===== src/rtl/port_splitter.sv =====
`timescale 1ns/1ps
module port_splitter #(
  parameter int AW = 32
) (
  input  logic          clk,
  input  logic          rst_n,
  input  logic [1:0]    cfg_port_size,
  input  logic          cfg_lane_low,
  input  logic          cfg_burst_rd,
  input  logic          cfg_burst_wr,
  input  logic          req_valid,
  output logic          req_ready,
  input  logic          req_write,
  input  logic          req_word,
  input  logic [AW-1:0] req_addr,
  input  logic [31:0]   req_wdata,
  output logic          rsp_valid,
  output logic [31:0]   rsp_rdata,
  output logic          beat_valid,
  output logic          beat_write,
  output logic [AW-1:0] beat_addr,
  output logic [31:0]   beat_wdata,
  output logic [3:0]    beat_be,
  output logic          beat_burst,
  output logic          beat_last,
  input  logic          beat_ack,
  input  logic [31:0]   beat_rdata
);
  localparam int DW = 32;
  localparam int NB = DW / 8;
  localparam int IW = $clog2(NB);
  localparam logic [IW-1:0] LAST_IDX = IW'(NB - 1);

  logic          busy, gap, wr, word, narrow, low, burst;
  logic [IW-1:0] idx;
  logic [AW-1:0] base;
  logic [DW-1:0] wd;
  logic [DW-9:0] hold;

  logic          multi, is_last, done;
  logic [7:0]    out_byte, in_byte;
  logic [DW-1:0] steered, assembled;

  assign multi   = word && narrow;
  assign is_last = multi ? (idx == LAST_IDX) : 1'b1;
  assign done    = beat_valid && beat_ack;

  assign req_ready  = !busy;
  assign beat_valid = busy && !gap;
  assign beat_write = wr;
  assign beat_addr  = base + AW'(idx);
  assign beat_burst = burst;
  assign beat_last  = !burst || is_last;

  assign out_byte = word ? wd[(DW-1) - 8*idx -: 8] : wd[7:0];
  assign in_byte  = low ? beat_rdata[7:0] : beat_rdata[DW-1 -: 8];

  always_comb begin
    if (!narrow) begin
      steered = word ? wd : {{(DW-8){1'b0}}, wd[7:0]};
      beat_be = word ? '1 : 4'b0001;
    end else if (low) begin
      steered = {{(DW-8){1'b0}}, out_byte};
      beat_be = 4'b0001;
    end else begin
      steered = {out_byte, {(DW-8){1'b0}}};
      beat_be = 4'b1000;
    end
  end

  assign beat_wdata = wr ? steered : '0;

  always_comb begin
    if (narrow)
      assembled = word ? {hold, in_byte} : {{(DW-8){1'b0}}, in_byte};
    else
      assembled = word ? beat_rdata : {{(DW-8){1'b0}}, beat_rdata[7:0]};
  end

  always_ff @(posedge clk or negedge rst_n) begin
    if (!rst_n) begin
      busy      <= 1'b0;
      gap       <= 1'b0;
      wr        <= 1'b0;
      word      <= 1'b0;
      narrow    <= 1'b0;
      low       <= 1'b0;
      burst     <= 1'b0;
      idx       <= '0;
      base      <= '0;
      wd        <= '0;
      hold      <= '0;
      rsp_valid <= 1'b0;
      rsp_rdata <= '0;
    end else begin
      rsp_valid <= 1'b0;
      if (req_valid && req_ready) begin
        busy   <= 1'b1;
        gap    <= 1'b0;
        wr     <= req_write;
        word   <= req_word;
        narrow <= (cfg_port_size == 2'b01);
        low    <= cfg_lane_low;
        burst  <= req_word && (cfg_port_size == 2'b01) &&
                  (req_write ? cfg_burst_wr : cfg_burst_rd);
        idx    <= '0;
        base   <= req_addr;
        wd     <= req_wdata;
        hold   <= '0;
      end else if (done) begin
        if (is_last) begin
          busy      <= 1'b0;
          rsp_valid <= 1'b1;
          rsp_rdata <= wr ? '0 : assembled;
        end else begin
          idx  <= idx + 1'b1;
          hold <= {hold[DW-17:0], in_byte};
          gap  <= !burst;
        end
      end else if (gap) begin
        gap <= 1'b0;
      end
    end
  end


  lane_shape_chk: assert property (@(posedge clk) disable iff (!rst_n)
    beat_valid |-> ($countones(beat_be) == 1 || beat_be == 4'hF));


  single_gap_chk: assert property (@(posedge clk) disable iff (!rst_n)
    (beat_valid && beat_ack && !beat_burst) |=> !beat_valid);


  burst_chain_chk: assert property (@(posedge clk) disable iff (!rst_n)
    (beat_valid && beat_ack && beat_burst && !beat_last) |=>
      (beat_valid && beat_burst && beat_addr == $past(beat_addr) + 1'b1));


  rsp_after_last_chk: assert property (@(posedge clk) disable iff (!rst_n)
    rsp_valid |-> $past(beat_valid && beat_ack && beat_last));


  beat_hold_chk: assert property (@(posedge clk) disable iff (!rst_n)
    (beat_valid && !beat_ack) |=>
      (beat_valid && $stable(beat_addr) && $stable(beat_wdata) && $stable(beat_be)));


  busy_ready_chk: assert property (@(posedge clk) disable iff (!rst_n)
    beat_valid |-> !req_ready);
endmodule


===== config.mk =====
export PLATFORM = sky130hd
export DESIGN_NAME = port_splitter
export DESIGN_NICKNAME = d
export VERILOG_FILES = /design/src/rtl/port_splitter.sv
export SDC_FILE = /design/constraint.sdc
export NUM_CORES = 1
export LEC_CHECK = 0
export ABC_AREA = 1
export ABC_CLOCK_PERIOD_IN_PS = 2500
export BUFFER_PORTS_ARGS = -buffer_cell sky130_fd_sc_hd__buf_2
export CORE_ASPECT_RATIO = 0.7
export CORE_MARGIN = 2
export CORE_UTILIZATION = 30
export DETAILED_ROUTE_END_ITERATION = 16
export PLACE_DENSITY_LB_ADDON = 0.25
export SLEW_MARGIN = 30
export SYNTH_ARGS = -nofsm -noshare
export SYNTH_HDL_FRONTEND = slang
export SYNTH_SLANG_ARGS = --single-unit

===== constraint.sdc =====
create_clock -name clk -period 2.5 [get_ports clk]
set_input_delay 0.25 -clock clk [delete_from_list [all_inputs] [get_ports clk]]
set_output_delay 0.25 -clock clk [all_outputs]
set_load 0.01 [all_outputs]

==> impl_metrics.tcl <==
set metrics [dict create \
    placed_cells 1398 \
    num_vias 6778 \
    postSynth.topFlopCell "sky130_fd_sc_hd__dfrtp_1" \
    num_rows 46 \
    route.final.wire_length_um 23300 \
    numClockSinks 130 \
    hold_viol 0 \
    synth_area_um2 6990 \
    timing.critical_path.arrival_ns 2.24 \
    initial_drc_count 460 \
    via_per_inst 4.69 \
    finalWeightedCongestion 0.879 \
    max-slew-margin-rel_pct 60.5 \
    tns_ns 0 \
    die_y_um 132 \
    layout_worst_path_cycle_share_pct 99.8 \
    mostFrequentLayoutCell "sky130_fd_sc_hd__nand2_1" \
    grt_first_pass_wirelength_um 36300 \
    power.leakage_nw 4.60 \
    final_cell_mix "sky130_fd_sc_hd__nand2_1, sky130_fd_sc_hd__buf_2, sky130_fd_sc_hd__dfrtp_1, sky130_fd_sc_hd__o21ai_0, sky130_fd_sc_hd__inv_1" \
    cp_slowest_stage_delay_ns 0.37 \
    track_usage_pct 19.0 \
    syn-num-nets 1014 \
    design.portCount 213 \
    setup.worst_path.end_class "primary output" \
    place.detailed.hpwl_um 17100 \
    cts_tree "yes" \
    final_period_minus_worst_setup_slack_ns 2.49 \
    crit_type "reg -> out" \
    htree_num_levels 4 \
    cap_violations 0 \
    grt_max_degree 110 \
    final-instance-count-excl-fill 1446 \
    die-width_um 186 \
    floorplan.initialDensity_pct 30.7 \
    grt_antenna_before_repair 3 \
    clock.fmax_mhz 401 \
    synth_cell_type_count 35 \
    critical-path-top-cell-by-count "sky130_fd_sc_hd__nor2_4" \
    critPathMaxFanout 4 \
    number_of_enable_type_register_cells_in_the_synthesized_netlist 0 \
    drt-wirelength-per-cell_um 16.1 \
    crit_slowest_cell "sky130_fd_sc_hd__fa_2" \
    gr-total-overflow 0 \
    layout.core_utilization_pct 40.0 \
    port_buffers 212 \
    flow.area_growth_from_synthesis_pct 30.2 \
    drive_gt1_share_pct 28.2 \
    cts_root_buf "sky130_fd_sc_hd__clkbuf_16" \
    cts-buffers-inserted 17 \
    timing_worst_slew_pin_value_ns 0.593 \
    status "finished, final reports clean" \
    total_power_consumption_of_the_routed_design_mw 10.6 \
    grt_pass1_vias 6358 \
    sequential_area_share_after_synthesis_pct 46.5 \
    hold_path.class "in -> reg" \
    synth.ff_latch_count 130 \
    dr.pass1.iters 7 \
    cp_top_family "adder cells" \
    timing.critical_path.required_ns 2.25 \
    worstPathBufferInverterCount 3 \
    design.core.area_um2 22800 \
    worst_ir_drop_vdd_uv 608 \
    postSynth.asyncResetShare_pct 100 \
    setup_repair_after_global_routing_missed_its_margin "yes" \
    cp-start-kind "flop" \
    fin_skew_ns 0.0142 \
    clk-insertion-delay-late_ns 0.43 \
    power_per_cell_area_nw_per_um2 1170 \
    avgSynthCellArea_um2 7.74 \
    maxSlewViolCount 0 \
    buffer_levels_on_the_longest_clock_path 2 \
    clk_pin_slew_ns 0.06 \
    nets 1229 \
    postRouteAntennaNets 0 \
    netlist_instances 903 \
    dieArea_um2 24600 \
    drt_drc_violations_left 0 \
    yosysWarningCount 0 \
    cp_cell_sequence "ha_2 -> inv_2 -> fa_2 -> nor2_4 -> nand2_4 -> nor2_4 -> inv_2 -> nor2_4 -> xor2_1 -> buf_2" \
    report.final.setup_viol 0 \
]
-- state kept, by name, indices dropped and copies added (netlist names) --
signal      count
beat_burst      1
word            1
rsp_valid       1
rsp_rdata      32
hold           24
gap             1
narrow          1
idx             2
beat_write      1
base           32
wd             32
busy            1
low             1
-- metal layers --
metal | up-vias | routed length, um | GRT usage (%)
met4 | 0 | 172 | 5.42
met5 | - | 0 | 0
met1 | 3174 | 12300 | 29.7
met2 | 223 | 9270 | 25.6
li1 | 3369 | - | -
met3 | 12 | 1540 | 4.17
-- Yosys cell counts, types with 6 or more instances --
cell type                    n  share of area [%]
sky130_fd_sc_hd__nor2_4      6               0.97
sky130_fd_sc_hd__o22ai_1    25                2.2
sky130_fd_sc_hd__a21oi_1    10               0.72
sky130_fd_sc_hd__o21ai_1    39                2.8
sky130_fd_sc_hd__a22oi_1    24                2.6
sky130_fd_sc_hd__nand3b_1    7               0.75
sky130_fd_sc_hd__xor2_1     10                1.3
sky130_fd_sc_hd__buf_2      15                1.1
sky130_fd_sc_hd__buf_6      10                1.6
sky130_fd_sc_hd__nor2_1     51                2.7
sky130_fd_sc_hd__dfrtp_1   130                 47
sky130_fd_sc_hd__clkbuf_1   17               0.91
sky130_fd_sc_hd__nor3_1      7               0.50
sky130_fd_sc_hd__o21ai_0    98                7.0
sky130_fd_sc_hd__inv_1      93                5.0
sky130_fd_sc_hd__nand3_1    51                3.7
sky130_fd_sc_hd__nand2_1   268                 14
-- through the flow --
stage               setup WS, ns  cell area, um^2  hold slack, ns
floorplan                  0.198             6990         -0.0456
global placement           0.222             8310           0.293
detailed placement         0.213             8310           0.291
CTS                      -0.0703             8980         0.00376
global route              -0.103             9110          0.0193
finish                   0.00592             9110          0.0241
-- final cells by class --
cell class | count | area [um^2]
diodes | 3 | 7.51
repair buffers | 241 | 1320
well taps | 312 | 390
clock inverters | 15 | 146
multi-input cells | 627 | 3170
flip-flops and latches | 130 | 3250
clock buffers | 17 | 425
fillers | 2452 | 13700
inverters | 101 | 385
-- worst reg2reg max path, delay by kind of cell, from the launching register on --
| family | cells | cell delay (ns) |
|---|---|---|
| adder cells (fa/ha/maj) | 1 | 0.26 |
| AO/OA/AOI/OAI | 1 | 0.06 |
| flip-flops | 1 | 0.39 |
| AND/OR/NAND/NOR | 3 | 0.60 |
| buffers and inverters | 3 | 0.57 |
-- power by group --
part           total [mW]  internal, mW  switching [mW]
Clock                2.48          1.40            1.08
Combinational        4.53          1.60            2.93
Sequential           3.61          2.94           0.674
Total                10.6          5.93            4.68
-- logic make-up after synthesis --
| group | after synthesis | share of synthesized area [%] |
|---|---|---|
| XOR/XNOR | 15 | 1.88 |
| buffers and inverters | 146 | 9.38 |
| flip-flops | 130 | 46.5 |
| AND/OR/NAND/NOR | 408 | 25.6 |
| AO/OA/AOI/OAI | 200 | 15.8 |
| adder cells (fa/ha/maj) | 4 | 0.823 |
-- path summary, 6_finish.rpt --
| path | to | from | cells after the start | slack, ns |
|---|---|---|---|---|
| max | beat_addr[14] | idx[0] | 10 | 0.006 |
| min | base[12] | req_addr[12] | 3 | 0.02 |
| max reg2reg | hold[17] | idx[1] | 8 | 0.50 |
| min reg2reg | rsp_rdata[14] | rsp_rdata[14] | 2 | 0.49 |
| max in group asynchronous | wd[12] | rst_n | 3 | 1.40 |
| min in group asynchronous | rsp_rdata[5] | rst_n | 2 | 0.37 |
-- what timing repair did --
action,4_1_cts,5_1_grt
hold buffers,1,0
gates resized for setup,13,14
gates cloned,0,0
endpoints found under the setup margin,20,34
pin swaps,9,16
setup buffers,6,6
hold endpoints to repair,57,0
No activity file was read; power rests on OpenSTA's default activity.
